===== config.mk =====
export PLATFORM = sky130hd
export DESIGN_NAME = pt_walker
export DESIGN_NICKNAME = d
export VERILOG_FILES = /design/src/rtl/pt_walker_pkg.sv /design/src/rtl/pt_addr_form.sv /design/src/rtl/pt_entry_eval.sv /design/src/rtl/pt_walker.sv
export SDC_FILE = /design/constraint.sdc
export NUM_CORES = 1
export LEC_CHECK = 0
export BUFFER_PORTS_ARGS = -buffer_cell sky130_fd_sc_hd__buf_4
export CAP_MARGIN = 10
export CORE_MARGIN = 2
export CORE_UTILIZATION = 57
export DETAILED_ROUTE_END_ITERATION = 6
export GPL_ROUTABILITY_DRIVEN = 1
export PLACE_DENSITY = 0.88
export SYNTH_ARGS = -nofsm -noshare
export SYNTH_HDL_FRONTEND = slang
export SYNTH_SLANG_ARGS = --single-unit

===== constraint.sdc =====
create_clock -name clk -period 4 [get_ports clk]
set_input_delay 0 -clock clk [delete_from_list [all_inputs] [get_ports clk]]
set_output_delay 0 -clock clk [all_outputs]
set_load 0.03 [all_outputs]

===== src/rtl/pt_walker_pkg.sv =====
// Shared definitions for the page table walker.
// Assumes 32-bit entries whose flag bits are at the fixed positions listed here.
package pt_walker_pkg;

    // Result of an entry check; the encoding is visible on the fault_cause port.
    typedef enum logic [1:0] {
        FLT_NONE        = 2'd0,
        FLT_NOT_PRESENT = 2'd1,
        FLT_WRITE_PROT  = 2'd2,
        FLT_PRIVILEGE   = 2'd3
    } fault_e;

    // Phases of one walk.
    typedef enum logic [2:0] {
        ST_IDLE,
        ST_RD_DIR,
        ST_RD_TBL,
        ST_WB_DIR,
        ST_WB_TBL,
        ST_RESP
    } walk_state_e;

    // Flag positions inside an entry.
    localparam int unsigned BIT_PRESENT  = 0;
    localparam int unsigned BIT_WRITABLE = 1;
    localparam int unsigned BIT_USER     = 2;
    localparam int unsigned BIT_ACCESSED = 5;
    localparam int unsigned BIT_DIRTY    = 6;
    localparam int unsigned BIT_LARGE    = 7;

endpackage


===== src/rtl/pt_addr_form.sv =====
// Address former: builds both entry addresses and both physical address forms
// from the latched request and the entries read so far.
// Assumes OFF_W - IDX_W is the log2 of the entry size in bytes.
module pt_addr_form #(
    parameter int unsigned ADDR_W = 32,
    parameter int unsigned IDX_W  = 10,
    parameter int unsigned OFF_W  = 12
) (
    input  logic [ADDR_W-OFF_W-1:0] base_frame,
    input  logic [ADDR_W-1:0]       vaddr,
    input  logic [ADDR_W-1:0]       dir_entry,
    input  logic [ADDR_W-1:0]       tbl_entry,
    output logic [ADDR_W-1:0]       dir_ent_addr,
    output logic [ADDR_W-1:0]       tbl_ent_addr,
    output logic [ADDR_W-1:0]       pa_small,
    output logic [ADDR_W-1:0]       pa_large
);
    localparam int unsigned ENT_SHIFT   = OFF_W - IDX_W;
    localparam int unsigned LARGE_OFF_W = OFF_W + IDX_W;

    // Entry addresses: frame base plus index scaled by entry size.
    always_comb begin
        dir_ent_addr = {base_frame, vaddr[ADDR_W-1 -: IDX_W], {ENT_SHIFT{1'b0}}};
        tbl_ent_addr = {dir_entry[ADDR_W-1:OFF_W], vaddr[LARGE_OFF_W-1:OFF_W],
                        {ENT_SHIFT{1'b0}}};
    end

    // Physical addresses for a 4 KB page and for a 4 MB page.
    always_comb begin
        pa_small = {tbl_entry[ADDR_W-1:OFF_W], vaddr[OFF_W-1:0]};
        pa_large = {dir_entry[ADDR_W-1:LARGE_OFF_W], vaddr[LARGE_OFF_W-1:0]};
    end
endmodule


===== src/rtl/pt_entry_eval.sv =====
// Entry evaluator: checks presence and, for the final entry of a mapping,
// permissions combined with those granted by the level above. Also produces
// the entry with its use flags updated.
// Assumes the caller passes 1s for up_w/up_u when there is no upper level.
module pt_entry_eval
    import pt_walker_pkg::*;
#(
    parameter int unsigned ENT_W = 32
) (
    input  logic [ENT_W-1:0] entry,
    input  logic             up_w,
    input  logic             up_u,
    input  logic             leaf,
    input  logic             acc_write,
    input  logic             acc_user,
    output fault_e           cause,
    output logic [ENT_W-1:0] upd_entry,
    output logic             upd_changed
);
    // Fault decision: presence first, then privilege, then write permission.
    always_comb begin
        cause = FLT_NONE;
        if (!entry[BIT_PRESENT]) begin
            cause = FLT_NOT_PRESENT;
        end else if (leaf) begin
            if (acc_user && !(entry[BIT_USER] && up_u)) begin
                cause = FLT_PRIVILEGE;
            end else if (acc_write && !(entry[BIT_WRITABLE] && up_w)) begin
                cause = FLT_WRITE_PROT;
            end
        end
    end

    // Use-flag update: accessed always, dirty on a write to the final entry.
    always_comb begin
        upd_entry = entry;
        upd_entry[BIT_ACCESSED] = 1'b1;
        if (leaf && acc_write) begin
            upd_entry[BIT_DIRTY] = 1'b1;
        end
        upd_changed = (upd_entry != entry);
    end
endmodule


===== src/rtl/pt_walker.sv =====
// Two-level page table walker.
// Accepts one request while idle, reads the directory entry and, for a 4 KB
// mapping, the table entry, then writes back changed entries and answers with
// a done or fault pulse. Assumes the memory raises mem_ack for one cycle
// while mem_req is high, with read data valid in that cycle.
module pt_walker
    import pt_walker_pkg::*;
#(
    parameter int unsigned ADDR_W = 32,
    parameter int unsigned IDX_W  = 10,
    parameter int unsigned OFF_W  = 12
) (
    input  logic              clk,
    input  logic              rst_n,
    input  logic [ADDR_W-OFF_W-1:0] dir_base_frame,
    input  logic              req_valid,
    input  logic [ADDR_W-1:0] req_vaddr,
    input  logic              req_write,
    input  logic              req_user,
    output logic              busy,
    output logic              done,
    output logic              fault,
    output logic [1:0]        fault_cause,
    output logic [ADDR_W-1:0] fault_vaddr,
    output logic [ADDR_W-1:0] pa_out,
    output logic              mem_req,
    output logic              mem_we,
    output logic [ADDR_W-1:0] mem_addr,
    output logic [ADDR_W-1:0] mem_wdata,
    input  logic              mem_ack,
    input  logic [ADDR_W-1:0] mem_rdata
);
    localparam int unsigned FRAME_W = ADDR_W - OFF_W;
    localparam logic [ADDR_W-1:0] FLAG_MASK =
        (ADDR_W'(1) << BIT_ACCESSED) | (ADDR_W'(1) << BIT_DIRTY);

    walk_state_e       state;
    logic [FRAME_W-1:0] base_q;
    logic [ADDR_W-1:0] va_q;
    logic              wr_q;
    logic              usr_q;
    logic [ADDR_W-1:0] pde_q;
    logic [ADDR_W-1:0] pte_q;
    logic [ADDR_W-1:0] pde_new_q;
    logic [ADDR_W-1:0] pte_new_q;
    logic              wb_tbl_q;
    fault_e            cause_q;
    logic [ADDR_W-1:0] pa_q;

    logic [ADDR_W-1:0] pde_src;
    logic [ADDR_W-1:0] dir_ent_addr;
    logic [ADDR_W-1:0] tbl_ent_addr;
    logic [ADDR_W-1:0] pa_small;
    logic [ADDR_W-1:0] pa_large;
    fault_e            d_cause;
    logic [ADDR_W-1:0] d_upd;
    logic              d_changed;
    fault_e            t_cause;
    logic [ADDR_W-1:0] t_upd;
    logic              t_changed;

    // Directory entry in use: live read data while it arrives, else the latched copy.
    always_comb begin
        pde_src = (state == ST_RD_DIR) ? mem_rdata : pde_q;
    end

    pt_addr_form #(
        .ADDR_W (ADDR_W),
        .IDX_W  (IDX_W),
        .OFF_W  (OFF_W)
    ) u_addr (
        .base_frame   (base_q),
        .vaddr        (va_q),
        .dir_entry    (pde_src),
        .tbl_entry    (mem_rdata),
        .dir_ent_addr (dir_ent_addr),
        .tbl_ent_addr (tbl_ent_addr),
        .pa_small     (pa_small),
        .pa_large     (pa_large)
    );

    pt_entry_eval #(.ENT_W(ADDR_W)) u_dir_eval (
        .entry       (pde_src),
        .up_w        (1'b1),
        .up_u        (1'b1),
        .leaf        (pde_src[BIT_LARGE]),
        .acc_write   (wr_q),
        .acc_user    (usr_q),
        .cause       (d_cause),
        .upd_entry   (d_upd),
        .upd_changed (d_changed)
    );

    pt_entry_eval #(.ENT_W(ADDR_W)) u_tbl_eval (
        .entry       (mem_rdata),
        .up_w        (pde_q[BIT_WRITABLE]),
        .up_u        (pde_q[BIT_USER]),
        .leaf        (1'b1),
        .acc_write   (wr_q),
        .acc_user    (usr_q),
        .cause       (t_cause),
        .upd_entry   (t_upd),
        .upd_changed (t_changed)
    );

    // Walk sequencer: steps through reads, write-backs and the response.
    always_ff @(posedge clk) begin
        if (!rst_n) begin
            state     <= ST_IDLE;
            base_q    <= '0;
            va_q      <= '0;
            wr_q      <= 1'b0;
            usr_q     <= 1'b0;
            pde_q     <= '0;
            pte_q     <= '0;
            pde_new_q <= '0;
            pte_new_q <= '0;
            wb_tbl_q  <= 1'b0;
            cause_q   <= FLT_NONE;
            pa_q      <= '0;
        end else begin
            unique case (state)
                ST_IDLE: begin
                    if (req_valid) begin
                        base_q  <= dir_base_frame;
                        va_q    <= req_vaddr;
                        wr_q    <= req_write;
                        usr_q   <= req_user;
                        cause_q <= FLT_NONE;
                        state   <= ST_RD_DIR;
                    end
                end
                ST_RD_DIR: begin
                    if (mem_ack) begin
                        pde_q <= mem_rdata;
                        if (d_cause != FLT_NONE) begin
                            cause_q <= d_cause;
                            state   <= ST_RESP;
                        end else if (mem_rdata[BIT_LARGE]) begin
                            pa_q      <= pa_large;
                            pde_new_q <= d_upd;
                            wb_tbl_q  <= 1'b0;
                            state     <= d_changed ? ST_WB_DIR : ST_RESP;
                        end else begin
                            state <= ST_RD_TBL;
                        end
                    end
                end
                ST_RD_TBL: begin
                    if (mem_ack) begin
                        pte_q <= mem_rdata;
                        if (t_cause != FLT_NONE) begin
                            cause_q <= t_cause;
                            state   <= ST_RESP;
                        end else begin
                            pa_q      <= pa_small;
                            pde_new_q <= d_upd;
                            pte_new_q <= t_upd;
                            wb_tbl_q  <= t_changed;
                            if (d_changed) begin
                                state <= ST_WB_DIR;
                            end else if (t_changed) begin
                                state <= ST_WB_TBL;
                            end else begin
                                state <= ST_RESP;
                            end
                        end
                    end
                end
                ST_WB_DIR: begin
                    if (mem_ack) begin
                        state <= wb_tbl_q ? ST_WB_TBL : ST_RESP;
                    end
                end
                ST_WB_TBL: begin
                    if (mem_ack) begin
                        state <= ST_RESP;
                    end
                end
                ST_RESP: begin
                    state <= ST_IDLE;
                end
                default: begin
                    state <= ST_IDLE;
                end
            endcase
        end
    end

    // Memory port: request fields selected by the current phase.
    always_comb begin
        mem_req   = 1'b0;
        mem_we    = 1'b0;
        mem_addr  = '0;
        mem_wdata = '0;
        unique case (state)
            ST_RD_DIR: begin
                mem_req  = 1'b1;
                mem_addr = dir_ent_addr;
            end
            ST_RD_TBL: begin
                mem_req  = 1'b1;
                mem_addr = tbl_ent_addr;
            end
            ST_WB_DIR: begin
                mem_req   = 1'b1;
                mem_we    = 1'b1;
                mem_addr  = dir_ent_addr;
                mem_wdata = pde_new_q;
            end
            ST_WB_TBL: begin
                mem_req   = 1'b1;
                mem_we    = 1'b1;
                mem_addr  = tbl_ent_addr;
                mem_wdata = pte_new_q;
            end
            default: begin
            end
        endcase
    end

    // Response outputs.
    always_comb begin
        busy        = (state != ST_IDLE);
        done        = (state == ST_RESP) && (cause_q == FLT_NONE);
        fault       = (state == ST_RESP) && (cause_q != FLT_NONE);
        fault_cause = fault ? cause_q : FLT_NONE;
        fault_vaddr = va_q;
        pa_out      = pa_q;
    end


    req_hold_chk: assert property (@(posedge clk) disable iff (!rst_n)
        (mem_req && !mem_ack) |=> (mem_req && $stable(mem_addr) &&
                                   $stable(mem_we) && $stable(mem_wdata)));


    resp_excl_chk: assert property (@(posedge clk) disable iff (!rst_n)
        !(done && fault));


    busy_fall_chk: assert property (@(posedge clk) disable iff (!rst_n)
        $fell(busy) |-> $past(done || fault));


    cause_code_chk: assert property (@(posedge clk) disable iff (!rst_n)
        (fault |-> fault_cause != 2'd0) and (done |-> fault_cause == 2'd0));


    wb_flags_only_chk: assert property (@(posedge clk) disable iff (!rst_n)
        (mem_req && mem_we && state == ST_WB_DIR) |->
            ((mem_wdata & ~FLAG_MASK) == (pde_q & ~FLAG_MASK)));


    wb_changed_chk: assert property (@(posedge clk) disable iff (!rst_n)
        (mem_req && mem_we) |->
            (mem_wdata != ((state == ST_WB_DIR) ? pde_q : pte_q)));
endmodule


# Word-level counts from Yosys, hierarchy flattened
# Cells that the tools add are included.
# totals
register_bits	188
inputBits	90
output_inout_bits	135
elab_cells	112
# op_classes
n_eq_ne	17
muxes	52
n_bitwise	1
n_reduce_logical	31
# op_table
cell	n
2-to-1 mux 32 bit	11
case mux 32 bit (2 select lines)	4
2-to-1 mux 3 bit	10
2-to-1 mux 2 bit	13
!= test 2 bit, second input constant	9
case mux 3 bit (5 select lines)	1
AND reduction 6 bit	2
2-to-1 mux 1 bit	11
logical AND 1 bit	9
nonzero test 2 bit	4
equality test 3 x 2 -> 1 bit, second input constant	2
equality test 3 bit, second input constant	2
case mux 2 bit (3 select lines)	1
nonzero test 3 bit	2
OR reduction 2 bit	3
AND reduction 5 bit	1
logical NOT 1 bit	4
!= test 2 bit	2
AND reduction 2 bit	2
OR reduction 4 bit	1
equality test 3 x 1 -> 1 bit, second input constant	1
logical NOT 3 bit	1
AND reduction 3 bit	1
logical NOT 2 bit	1
3 further kinds	3

# Depth between registers and ports, before layout
# Gate-level depths: netlist (run 1).
# depth
word_depth	12
depth_mapped	9
depth_no_buf	5

# By module
# A second synthesis (run 1) with hierarchy kept.
# unflattened
cells_unflattened	1271
hier_area_um2	10000.8
# modules_own_cells
mod	instances	cells_each	area_per_inst_um2
pt_walker	1	1062	8466.9
pt_addr_form	1	129	964.7
pt_entry_eval (u_dir_eval)	1	40	286.5
pt_entry_eval (u_tbl_eval)	1	40	282.8

# Worst setup path before layout (run 1)
# OpenSTA, ideal clock, no wires.
# synth_path
path_kind	flip-flop to output port
from	register state[0]
to	output port mem_addr[16]
arrival_ps	1860
t_required_ps	4000
path_slack_ps	2140
stages_incl_launch_ff	6
path_buffers	3
cell_sequence	dfxtp_1 > buf_2 > clkbuf_1 > clkbuf_1 > a22oi_1 > o21ai_0
# synth_between
elab_chain_len	3
word_cells_on_any_way	8
classes_between	4 x eq/ne; 2 x mux; 2 x reduce/logical
# synth_lines
element	line	rtl
from (decl)	pt_walker.sv:37	walk_state_e state;
from (signal assigned)	pt_walker.sv:143	state <= d_changed ? ST_WB_DIR : ST_RESP;
from (signal assigned)	pt_walker.sv:172	state <= wb_tbl_q ? ST_WB_TBL : ST_RESP;
equality test 3 x 1 -> 1 bit, or another cell as far along	pt_walker.sv:64, pt_walker.sv:196	
2-to-1 mux 32 bit or OR reduction 2 bit (tied branches)	n/a	
case mux 32 bit (2 select lines) (*)	pt_walker.sv:196	unique case (state)
to (decl)	pt_walker.sv:28	output logic [ADDR_W-1:0] mem_addr,
# Every way passes the cells marked *; elsewhere a longest branch is shown, timed or not.

# Final worst setup path (run 1)
# layout_path
from	register state[1]
to	register pa_q[31], in the netlist pa_out[31]
# layout_between
elab_chain_len	11
word_cells_on_any_way	23
classes_between	7 x eq/ne; 9 x mux; 7 x reduce/logical
# layout_lines
element	line	rtl
equality test 3 x 1 -> 1 bit	pt_walker.sv:64, pt_walker.sv:122	
2-to-1 mux 32 bit	pt_walker.sv:64	pde_src = (state == ST_RD_DIR) ? mem_rdata : pde_q;
logical NOT 1 bit	pt_entry_eval.sv:28	end else if (acc_write && !(entry[BIT_WRITABLE] && up_w)) begin
logical AND 1 bit	pt_entry_eval.sv:28	
2-to-1 mux 2 bit	pt_entry_eval.sv:28	
2-to-1 mux 2 bit	pt_entry_eval.sv:26	if (acc_user && !(entry[BIT_USER] && up_u)) begin
2-to-1 mux 2 bit	pt_entry_eval.sv:25	end else if (leaf) begin
2-to-1 mux 2 bit	pt_entry_eval.sv:23	if (!entry[BIT_PRESENT]) begin
nonzero test 2 bit	pt_walker.sv:136	if (d_cause != FLT_NONE) begin
!= test 2 bit (no source line)	n/a	
AND reduction 6 bit (no source line)	n/a	
to (signal assigned)	pt_walker.sv:140	pa_q <= pa_large;
to (signal assigned)	pt_walker.sv:156	pa_q <= pa_small;
to (decl)	pt_walker.sv:48	logic [ADDR_W-1:0] pa_q;
# Parallel ways exist; a longest one is shown, timed or not. The select of a mux whose other input is x is not followed.
# A chain may end at the register's enable or synchronous reset.

==> summary.md, run 1 <==
| Metric | Value |
|---|---|
| Area grow syn2layout | 36.9% |
| Die H | 125 µm |
| Post-Synth Simple-Gate Area | 0.200 |
| Worst path top cell family by delay | simple AND/OR/NAND/NOR gates |
| Period utilization | 0.763 |
| DP HPWL | 16,400 µm |
| CTS Root Cell | clkbuf_16 |
| Tightest Pin Transition | 0.946 ns |
| Clock latency on the worst-skew pair | about 0.44 ns |
| Netlist Area Pre-Place | approximately 8300 µm² |
| CTS max path bufs | 2 |
| First-pass GRT wire length | 44,800 µm |
| Clock power share | 0.351 |
| Placer Congestion | 0.899 |
| Most frequent CP cell | buf_4 |
| Largest net degree at the start of global routing | just under 100 |
| 1st-iter DRT viols | 1,164 |
| Largest family of logic cells by synthesized area | compound AO/OA/AOI/OAI gates |
| Clock Sinks | ~190 |
| Fin area | ~11,000 µm² |
| Synth top cells by count | nand2_1, dfxtp_1, a21oi_1, nor2_1, o21ai_0 |
| Final hold vios | 0 |
| WL/cell | around 19 µm |
| Final TNS setup | 0 ns |
| GRT overflow | 0 |
| Failing checks | design-rule violations |
| Worst min-delay path startpoint | req_valid |
| Mux contribution to synthesized area | 0.0516 |
| Drt drc | 2 |
| Leak | 4.41 nW |
| WHS Path Cells | 5 |
| Placed instance area | 9920 µm² |
| Antenna violations before repair | 0 |
| Max stage delay on crit path | 0.75 ns |
| H-tree levels | 4 |
| Vias per cell | 6.02 |
| Final Setup Violations | 0 |
| Pwr dens | ~440 nW/µm² |
| Row count | 44 |
| Seq pwr share | 0.429 |
| Clock skew | 0.00930 ns |
| Synth Instances | 1,055 |
| DR pass1 iterations | 7 |
| IR Drop Worst-Case VDD | 335 µV |
| Yosys cell types | 47 |
| Worst r2r dst | pa_out[31] |
| Area share of xor/xnor cells in the synthesized design | 0 |
| Hold Path Class | input port to register |
| Number of flops mapped to enable cells by yosys | 0 |
| Fin crit period | 3.05 ns |
| RR Startpoint | state[1] |
| CTS tree | built |
| FF-to-FF setup slack | 0.95 ns |
| Share of the synthesized area in the top cell type | 0.452 |
| Synth warn | 0 |
| CTS clk-pin slew, worst paths | 0.07 ns |
| Slowest-stage cell, CP | and4b_4 |
| FMAX | 328 MHz |
| Synth async-reset ratio | 0 |
| Power share of the combinational group | 0.220 |
| CP max FO | 48 |
| Pint | 3.46 mW |
| Worst path cell trace | nor2b_2 -> buf_4 -> o21ai_1 -> and4b_4 -> buf_4 -> nor2_1 -> a311oi_1 |
| Nets | around 1,400 |
| Psw | 1.57 mW |
| Seq cells post-synth | 188 |
| ANT cells | 0 |
| Top-count cell post-synth | nand2_1 |
| GR Util All Layers | 0.355 |
| CTS Buf Count | 17 |
| Final ANT Viol Nets | 0 |
| Core Area | 14,400 µm² |
| Post-synthesis adder-cell area fraction | 0 |
| Crit path kind | register to register |
| Initial Utilization | 0.578 |
| CP bufs+invs | 2 |
| Setup crit start kind | register |
| Die area | 15,600 µm² |
| DRT Wirelength | around 28,000 µm |
| Total number of vias | 9,025 |
| Port buffer count | 222 |
| Syn_area_per_cell | 7.90 µm² |
| Crit. End Element | register |
| WHS Endpoint | state[0] |
| Status | finished with violations |
| Top post-synthesis cells by area | dfxtp_1, nand2_1, a21oi_1 |
| Seq/Total Area, Yosys | 0.452 |
| Maxcap violations | 0 |
| Relative slew slack | 0.370 |
| Compound-gate portion of the synthesized area | 0.236 |
| Synth area leader | dfxtp_1 |
| Die Span X | 125 µm |
| Unrepaired setup endpoints after global routing | no |
| Synth Flop Type | dfxtp_1 |
| Post_cts resized | 0 |
| WP data arrival | approximately 3.4 ns |
| Req. time, crit path | 4.34 ns |
| Sw frac | 0.312 |
| Final Slew Violations | 0 |
| Worst path depth | 7 |
| Share of cells above drive strength 1 | 0.218 |
| Boundary Pins | 225 |
| R2R cell count | 7 |
| Vias in the first global route | 8,440 |
==> stage by stage <==
| stage | power (mW) | cells | setup slack (ns) | hold WS (ns) | utilization |
|---|---|---|---|---|---|
| global route | 5.19 | 1499 | 0.690 | 0.104 | 0.791 |
| global placement | 3.14 | 1380 | 1.14 | 0.248 | 0.688 |
| floorplan | 2.82 | 1056 | 2.14 | 0.136 | - |
| CTS | 4.97 | 1499 | 0.996 | 0.0542 | 0.791 |
| finish | 5.02 | 1499 | 0.949 | 0.0690 | 0.791 |
| detailed placement | 3.17 | 1380 | 1.01 | 0.254 | 0.688 |
==> layer usage <==
metal,part of all wire,vias up,global-route usage
met5,0,-,0
met4,0.051,0,0.203
met3,0.10,116,0.0863
met2,0.46,583,0.550
met1,0.39,4194,0.456
li1,-,4132,-
==> worst max-delay path by stage <==
| stage | to | slack (ns) | startpoint |
|---|---|---|---|
| 2_1_floorplan | mem_addr[16] | 2.14 | state[0] |
| 3_3_place_gp | pa_out[31] | 1.14 | state[1] |
| 3_5_place_dp | pa_out[31] | 1.01 | state[1] |
| 4_1_cts | pa_out[31] | 1.0 | state[1] |
| 5_1_grt | pa_out[31] | 0.69 | state[1] |
| 6_report | pa_out[31] | 0.95 | state[1] |
==> power groups by stage <==
stage	clock network (mW)	logic, mW	registers, mW
5_1_grt	1.85	1.18	2.16
6_report	1.76	1.10	2.15
3_5_place_dp	0	0.986	2.18
4_1_cts	1.76	1.06	2.14
2_1_floorplan	0	0.603	2.21
3_3_place_gp	0	0.968	2.18
==> final cells by class <==
type | instances | area, µm²
multi-input cells | 764 | 4100
flip-flops and latches | 188 | 3760
fillers | 914 | 3010
repair buffers | 327 | 2690
clock buffers | 21 | 470
well taps | 184 | 230
clock inverters | 10 | 139
inverters | 5 | 21.3
==> worst register-to-register path: stages, from the launching register on <==
cell and delay (ns):
dfxtp_1 0.63, nor2b_2 0.25, buf_4 0.36, o21ai_1 0.11
and4b_4 0.75, buf_4 0.50, nor2_1 0.08, a311oi_1 0.27
==> flip-flops by register name (all words and copies together), names as in the netlist <==
register	cells
base_q	20
cause_q	2
fault_vaddr	32
pa_out	32
pde_new_q	32
pde_q	32
pte_new_q	32
state	3
usr_q	1
wb_tbl_q	1
wr_q	1
==> cell families (layout without fill, tap and decap cells) <==
| family | after synthesis | in the layout |
|---|---|---|
| AO/OA/AOI/OAI | 313 | 313 |
| AND/OR/NAND/NOR | 406 | 406 |
| other | 1 | 2 |
| multiplexers | 43 | 43 |
| buffers and inverters | 104 | 363 |
| flip-flops | 188 | 188 |
==> placed cells by master, fill, tap and decap left out, types with 29 or more instances in the layout <==
cell type	instances
a21oi_1	122
nor2_1	64
a211oi_1	41
dfxtp_1	187
a22o_1	32
buf_4	238
mux2i_1	43
dlygate4sd3_1	88
a22oi_1	29
nand2_1	289
o21ai_0	61
==> timing repair <==
item	4_1_cts	5_1_grt
endpoints found under the hold margin	179	0
hold buffers	88	0
setup buffers	0	0
Note: power is estimated with default switching activity, not from simulation.
==> run 2, diff against run 1 <==
- ABC_AREA: default -> 1
- CORE_UTILIZATION: 57 -> 53
- PLACE_DENSITY: 0.88 -> 0.82
- clock period: 4 -> 3.06 ns (I/O delays scaled with it)
==> run 2 against run 1 <==
Against the previous run: the run now ends clean; synthesized cell count is 23% higher; sequential share of layout area down 1.3 points; first-iteration DRC count shrank 18%; clock power up 30%; via count is 4.9% higher; largest power group is now combinational cells; largest cell class is now registers; critical endpoint is now pa_out[6].
==> summary.md, run 2 <==
| Metric | Value |
|---|---|
| Clock skew | 0.00804 ns (was 0.00930 ns) |
| FMAX | 372 MHz (was 328 MHz) |
| CTS tree | built (unchanged) |
| Tightest Pin Transition | 0.752 ns (was 0.946 ns) |
| WL/cell | 15.5 µm (was 18.9 µm) |
| Post-Synth Simple-Gate Area | 0.214 (was 0.200) |
| CP max FO | 56 (was 48) |
| Clock power share | 0.210 (was 0.351) |
| CTS Buf Count | 17 (unchanged) |
| Worst setup path endpoint | pa_out[6] (was pa_out[31]) |
| RR Startpoint | state[2] (was state[1]) |
| Die H | 131 µm (was 125 µm) |
| Leak | 5.70 nW (was 4.41 nW) |
| Setup bufs post-CTS | 0 (unchanged) |
| Relative slew slack | 0.498 (was 0.370) |
| Max stage delay on crit path | 0.46 ns (was 0.75 ns) |
| Synth top cells by count | nand2_1, inv_1, dfxtp_1, o21ai_0, nor2_1 (was nand2_1, dfxtp_1, a21oi_1, nor2_1, o21ai_0) |
| Post_cts resized | 0 (unchanged) |
| 1st-iter DRT viols | 949 (was 1,164) |
| Seq pwr share | 0.313 (was 0.429) |
| Top post-synthesis cells by area | dfxtp_1, nand2_1, inv_1 (was dfxtp_1, nand2_1, a21oi_1) |
| Clock Sinks | 188 (unchanged) |
| Final TNS setup | 0 ns (unchanged) |
| Final Util | 0.747 (was 0.791) |
| Boundary Pins | 225 (unchanged) |
| FF-to-FF setup slack | 0.37 ns (was 0.95 ns) |
| Synth warn | 0 (unchanged) |
| Die area | 17,300 µm² (was 15,600 µm²) |
| Drt drc | 0 (was 2) |
| CP bufs+invs | 5 (was 2) |
| Largest net degree at the start of global routing | 69 (was 99) |
| ANT cells | 0 (unchanged) |
| Crit. End Element | register (unchanged) |
| Unrepaired setup endpoints after global routing | no (unchanged) |
| GRT overflow | 0 (unchanged) |
| Worst path cell trace | inv_2 -> nand3_2 -> buf_4 -> inv_2 -> o21ai_1 -> nand2_1 -> inv_2 -> nand3_4 -> buf_4 -> nand2_1 -> nand2_1 -> nor2_1 (was nor2b_2 -> buf_4 -> o21ai_1 -> and4b_4 -> buf_4 -> nor2_1 -> a311oi_1) |
| Core Area | 15,900 µm² (was 14,400 µm²) |
| Most common cell after layout, fill and taps aside | nand2_1 (unchanged) |
| Netlist Area Pre-Place | 8610 µm² (was 8330 µm²) |
| Hold Path Class | input port to register (unchanged) |
| Seq cells post-synth | 188 (unchanged) |
| Die Span X | 131 µm (was 125 µm) |
| Yosys cell types | 28 (was 47) |
| CTS clk-pin slew, worst paths | 0.06 ns (was 0.07 ns) |
| DR pass1 iterations | 5 (was 7) |
| Port buffer count | 222 (unchanged) |
| Psw | 4.75 mW (was 1.57 mW) |
| CTS Root Cell | clkbuf_16 (unchanged) |
| CTS max path bufs | 2 (unchanged) |
| Status | finished clean (was finished with violations) |
| Seq/Total Area, Yosys | 0.437 (was 0.452) |
| Footprint of the multi-input gates | 3640 µm² (was 4100 µm²) |
| Req. time, crit path | 3.39 ns (was 4.34 ns) |
| Vias in the first global route | 9,091 (was 8,440) |
| GR Util All Layers | 0.318 (was 0.355) |
| Clock latency on the worst-skew pair | 0.44 ns (about the same) |
| Mux contribution to synthesized area | 0 (was 0.0516) |
| Fin crit period | 2.69 ns (was 3.05 ns) |
| Commonest cells after routing, fill and taps aside | nand2_1, buf_4, inv_1, dfxtp_1, o21ai_0 (was nand2_1, buf_4, dfxtp_1, a21oi_1, dlygate4sd3_1) |
| Maxcap violations | 0 (unchanged) |
| Compound-gate portion of the synthesized area | 0.207 (was 0.236) |
| First-pass GRT wire length | 45,000 µm (was 44,800 µm) |
| Synth Flop Type | dfxtp_1 (unchanged) |
| Synth async-reset ratio | 0 (unchanged) |
| IR Drop Worst-Case VDD | 646 µV (was 335 µV) |
| Final Setup Violations | 0 (unchanged) |
| Period utilization | 0.879 (was 0.763) |
| Final Slew Violations | 0 (unchanged) |
| Pwr dens | 915 nW/µm² (was 440 nW/µm²) |
| Syn_area_per_cell | 6.66 µm² (was 7.90 µm²) |
| Power share of the combinational group | 0.477 (was 0.220) |
| Nets | 1,648 (was 1,393) |
| DRT Wirelength | 27,800 µm (was 28,400 µm) |
| Initial Utilization | 0.542 (was 0.578) |
| Placed Cells | 1,667 (was 1,380) |
| Sw frac | 0.438 (was 0.312) |
| Worst path depth | 12 (was 7) |
| R2R cell count | 12 (was 7) |
| Total number of vias | 9,470 (was 9,025) |
| Overall power | 10.9 mW (was 5.02 mW) |
| Top-count cell post-synth | nand2_1 (unchanged) |
| Placer Congestion | 0.885 (was 0.899) |
| Share of cells above drive strength 1 | 0.185 (was 0.218) |
| Final hold vios | 0 (unchanged) |
| Largest family of logic cells by synthesized area | simple AND/OR/NAND/NOR gates (was compound AO/OA/AOI/OAI gates) |
| Crit path kind | register to register (unchanged) |
| Slowest-stage cell, CP | buf_4 (was and4b_4) |
| Share of the synthesized area in the top cell type | 0.437 (was 0.452) |
| Final ANT Viol Nets | 0 (unchanged) |
| Post-Layout Cell Count | 1,787 (was 1,499) |
| Synth area leader | dfxtp_1 (unchanged) |
| Area grow syn2layout | 37.8% (was 36.9%) |
| Fill cells | 1,151 (was 914) |
| Pint | 6.11 mW (was 3.46 mW) |
| Vias per cell | 5.30 (was 6.02) |
| Row count | 46 (was 44) |
| # hold bufs at CTS | 88 (unchanged) |
| Area share of xor/xnor cells in the synthesized design | 0 (unchanged) |
| CP startpoint | state[2] (was state[1]) |
| FF+latch area | 3760 µm² (about the same) |
| Setup crit start kind | register (unchanged) |
| Antenna violations before repair | 0 (unchanged) |
| Number of flops mapped to enable cells by yosys | 0 (unchanged) |
| DP HPWL | 17,200 µm (was 16,400 µm) |
| Post-synthesis adder-cell area fraction | 0 (unchanged) |
| Synth Instances | 1,293 (was 1,055) |
| WP data arrival | 3.02 ns (was 3.39 ns) |
| Worst r2r dst | pa_out[6] (was pa_out[31]) |
| Worst path top cell family by delay | buffers and inverters (was simple AND/OR/NAND/NOR gates) |
| H-tree levels | 4 (unchanged) |
[run 2: through the flow]
step	setup slack, ns	area, µm²	hold WS, ns
global route	0.155	11900	0.141
global placement	0.570	10400	0.269
CTS	0.457	11900	0.0885
floorplan	1.24	8620	0.143
detailed placement	0.505	10400	0.281
finish	0.370	11900	0.100
[run 2: worst min path at each step]
stage / cells after the start / startpoint / end
2_1_floorplan: 2 / mem_rdata[12] / pte_new_q[12]
3_3_place_gp: 3 / mem_rdata[21] / pte_new_q[21]
3_5_place_dp: 3 / mem_rdata[21] / pte_new_q[21]
4_1_cts: 5 / req_valid / state[0]
5_1_grt: 5 / req_valid / state[0]
6_report: 5 / req_valid / state[0]
[run 2: power by group through the flow]
stage	Clock (mW)	Sequential, mW	Combinational [mW]
after floorplan	0	3.91	2.92
after global placement	0	3.41	4.87
after detailed placement	0	3.43	4.94
after CTS	2.29	3.38	5.07
after global routing	2.40	3.46	5.67
final	2.29	3.40	5.18
[run 2: cell families (layout without fill, tap and decap cells)]
| logic type | count (synthesis) | count (layout) |
|---|---|---|
| simple gates | 450 | 450 |
| compound gates | 340 | 340 |
| buf+inv | 314 | 591 |
| flops | 188 | 188 |
| other cells | 1 | 2 |
[run 2: worst min-delay path, stage by stage]
cell	delay (ns)
buf_4	0.10
or2_2	0.13
nand3_1	0.12
nand2_1	0.08
a21oi_1	0.06
[run 2: cell type report]
| class | instances | share of cell area |
|---|---|---|
| well taps | 216 | 0.0228 |
| repair buffers | 331 | 0.229 |
| clock buffers | 23 | 0.0428 |
| inverters | 228 | 0.0721 |
| clock inverters | 9 | 0.00907 |
| flip-flops and latches | 188 | 0.317 |
| multi-input cells | 792 | 0.307 |
[run 2: per-layer routing]
layer  vias to the layer above  wire [µm]  track usage
met5                         -          0            0
met4                         0        977        0.143
met3                        79       1980       0.0590
met2                       445      13700        0.551
met1                      4346      11100        0.383
li1                       4600          -            -
==> run 3, diff against run 2 <==
- ABC_AREA: 1 -> default
==> run 3 against run 2 <==
Against the previous run: global-route usage barely moved; clock power decreased by 7%; die area fell by 3.1%; cell count decreased by 14%; largest power group is now sequential cells; clock skew up 0.0051 ns; worst hold slack got worse by 0.047 ns.
==> summary.md, run 3 (synthesized netlist as in run 1, its figures left out) <==
| Metric | Value |
|---|---|
| Relative slew slack | 0.368 (was 0.498) |
| Fin crit period | 2.82 ns (was 2.69 ns) |
| Tightest Pin Transition | 0.948 ns (was 0.752 ns) |
| Final hold vios | 0 (unchanged) |
| GRT overflow | 0 (unchanged) |
| Most frequent CP cell | buf_4 |
| Row count | 45 (was 46) |
| 1st-iter DRT viols | 886 (was 949) |
| Hold Path Class | input port to register (unchanged) |
| First-pass GRT wire length | 41,900 µm (was 45,000 µm) |
| Largest net degree at the start of global routing | 108 (was 69) |
| Final Setup Violations | 0 (unchanged) |
| WHS Endpoint | state[0] (unchanged) |
| Die H | 129 µm (was 131 µm) |
| H-tree levels | 4 (unchanged) |
| Total number of vias | 8,757 (was 9,470) |
| Final Slew Violations | 0 (unchanged) |
| Crit. End Element | output port (was register) |
| Clock Sinks | 188 (unchanged) |
| Die Span X | 129 µm (was 131 µm) |
| FMAX | 355 MHz (was 372 MHz) |
| Psw | 2.04 mW (was 4.75 mW) |
| Port buffer count | 222 (unchanged) |
| Initial Utilization | 0.546 (was 0.542) |
| Fin area | 11,400 µm² (was 11,900 µm²) |
| Clock latency on the worst-skew pair | 0.43 ns (was 0.44 ns) |
| Most common cell after layout, fill and taps aside | nand2_1 (unchanged) |
| Share of cells above drive strength 1 | 0.219 (was 0.185) |
| GR Util All Layers | 0.318 (about the same) |
| Worst path cell trace | buf_4 -> and2_2 -> buf_12 -> a22o_1 -> buf_4 (was inv_2 -> nand3_2 -> buf_4 -> inv_2 -> o21ai_1 -> nand2_1 -> inv_2 -> nand3_4 -> buf_4 -> nand2_1 -> nand2_1 -> nor2_1) |
| DRT Wirelength | 27,100 µm (was 27,800 µm) |
| Req. time, crit path | 3.06 ns (was 3.39 ns) |
| CP bufs+invs | 3 (was 5) |
| Antenna violations before repair | 0 (unchanged) |
| CTS Root Cell | clkbuf_16 (unchanged) |
| Final ANT Viol Nets | 0 (unchanged) |
| Drt drc | 0 (unchanged) |
| CTS clk-pin slew, worst paths | 0.06 ns (about the same) |
| Clock power share | 0.334 (was 0.210) |
| Nets | 1,396 (was 1,648) |
| Vias per cell | 5.72 (was 5.30) |
| Worst r2r dst | pa_out[31] (was pa_out[6]) |
| DP HPWL | 16,400 µm (was 17,200 µm) |
| R2R cell count | 7 (was 12) |
| Sw frac | 0.320 (was 0.438) |
| RR Startpoint | state[1] (was state[2]) |
| Maxcap violations | 0 (unchanged) |
| CTS max path bufs | 2 (unchanged) |
| Commonest cells after routing, fill and taps aside | nand2_1, buf_4, dfxtp_1, a21oi_1, dlygate4sd3_1 (was nand2_1, buf_4, inv_1, dfxtp_1, o21ai_0) |
| CTS Buf Count | 17 (unchanged) |
| Power share of the combinational group | 0.228 (was 0.477) |
| Max stage delay on crit path | 0.67 ns (was 0.46 ns) |
| Crit path kind | register to output port (was register to register) |
| Placed instance area | 9970 µm² (was 10,400 µm²) |
| Die area | 16,700 µm² (was 17,300 µm²) |
| Setup crit start kind | register (unchanged) |
| Slowest-stage cell, CP | and2_2 (was buf_4) |
| Worst min-delay path startpoint | req_valid (unchanged) |
| Pint | 4.32 mW (was 6.11 mW) |
| Area grow syn2layout | 37.0% (was 37.8%) |
| Worst path top cell family by delay | buffers and inverters (unchanged) |
| CP max FO | 38 (was 56) |
| FF-to-FF setup slack | 0.42 ns (was 0.37 ns) |
| WL/cell | 17.7 µm (was 15.5 µm) |
| Unrepaired setup endpoints after global routing | no (unchanged) |
| Period utilization | 0.921 (was 0.879) |
| IR Drop Worst-Case VDD | 370 µV (was 646 µV) |
| WHS Path Cells | 5 (unchanged) |
| Pwr dens | 557 nW/µm² (was 915 nW/µm²) |
| Setup bufs post-CTS | 0 (unchanged) |
| Placer Congestion | 0.894 (was 0.885) |
| Clock skew | 0.0132 ns (was 0.00804 ns) |
| Final TNS setup | 0 ns (unchanged) |
| Boundary Pins | 225 (unchanged) |
| DR pass1 iterations | 7 (was 5) |
| ANT cells | 0 (unchanged) |
| WP data arrival | 2.82 ns (was 3.02 ns) |
| CTS tree | built (unchanged) |
| Status | finished clean (unchanged) |
| Vias in the first global route | 7,908 (was 9,091) |
| Core Area | 15,300 µm² (was 15,900 µm²) |
| Leak | 4.40 nW (was 5.70 nW) |
| Seq pwr share | 0.439 (was 0.313) |
| Post_cts resized | 0 (unchanged) |
==> run 3: cell count changes in the layout (fill, tap and decap cells not counted), sizes merged, moves of 29 or more <==
cell / change
nand2: +32
mux2i: +43
a211oi: +39
o21ai: -98
o22ai: -31
a22o: +32
a22oi: +29
nor2: -74
inv: -221
nand4: -33
==> run 3: layout make-up <==
| cell class | count | area [µm²] |
|---|---|---|
| clock buffer | 20 | 447 |
| clock inverter | 12 | 113 |
| fill | 1071 | 3840 |
| inverter | 5 | 23.8 |
| multi-input combinational | 764 | 4100 |
| sequential | 188 | 3760 |
| tap | 211 | 264 |
| timing repair buffer | 330 | 2710 |
==> run 3: metal layers <==
layer | GRT usage | share of wire | vias to the layer above
met1 | 0.419 | 0.41 | 4087
met4 | 0.107 | 0.022 | 0
met3 | 0.0797 | 0.098 | 47
li1 | - | - | 4145
met5 | 0 | 0 | -
met2 | 0.511 | 0.47 | 478
==> run 3: worst max-delay path by stage <==
stage / to / cells after the start / start
final: mem_wdata[31] / 5 / state[2]
after global routing: mem_wdata[21] / 5 / state[2]
after CTS: mem_wdata[28] / 5 / state[2]
after detailed placement: pde_new_q[2] / 7 / state[1]
after global placement: pa_out[31] / 7 / state[1]
after floorplan: mem_addr[16] / 5 / state[0]
==> run 3: stage by stage <==
step	hold WS (ns)	util	std cells	power, mW	setup slack [ns]
2_1_floorplan	0.136	-	1056	3.68	1.20
3_3_place_gp	0.247	0.653	1409	4.12	0.523
3_5_place_dp	0.254	0.653	1409	4.16	0.431
4_1_cts	0.0350	0.749	1530	6.33	0.310
5_1_grt	0.0804	0.749	1530	6.59	0.144
6_report	0.0534	0.749	1530	6.36	0.242
==> run 3: power by group through the flow <==
stage / clock network, mW / registers, mW / logic [mW]
after floorplan: 0 / 2.89 / 0.789
after global placement: 0 / 2.83 / 1.30
after detailed placement: 0 / 2.83 / 1.32
after CTS: 2.13 / 2.78 / 1.42
after global routing: 2.24 / 2.81 / 1.55
final: 2.12 / 2.79 / 1.45
==> run 3: worst register-to-register path, cell delays in order, from the launching register on <==
cell and delay [ns]:
dfxtp_1 0.39, buf_4 0.20, and3b_1 0.22, o21ai_1 0.05
and4b_4 0.96, buf_4 0.43, nor2_1 0.08, a311oi_1 0.22
==> run 3: timing repair <==
item                                    in CTS  in global routing
endpoints found under the hold margin      169                  0
endpoints found under the setup margin       0                  0
hold buffers                                89                  0
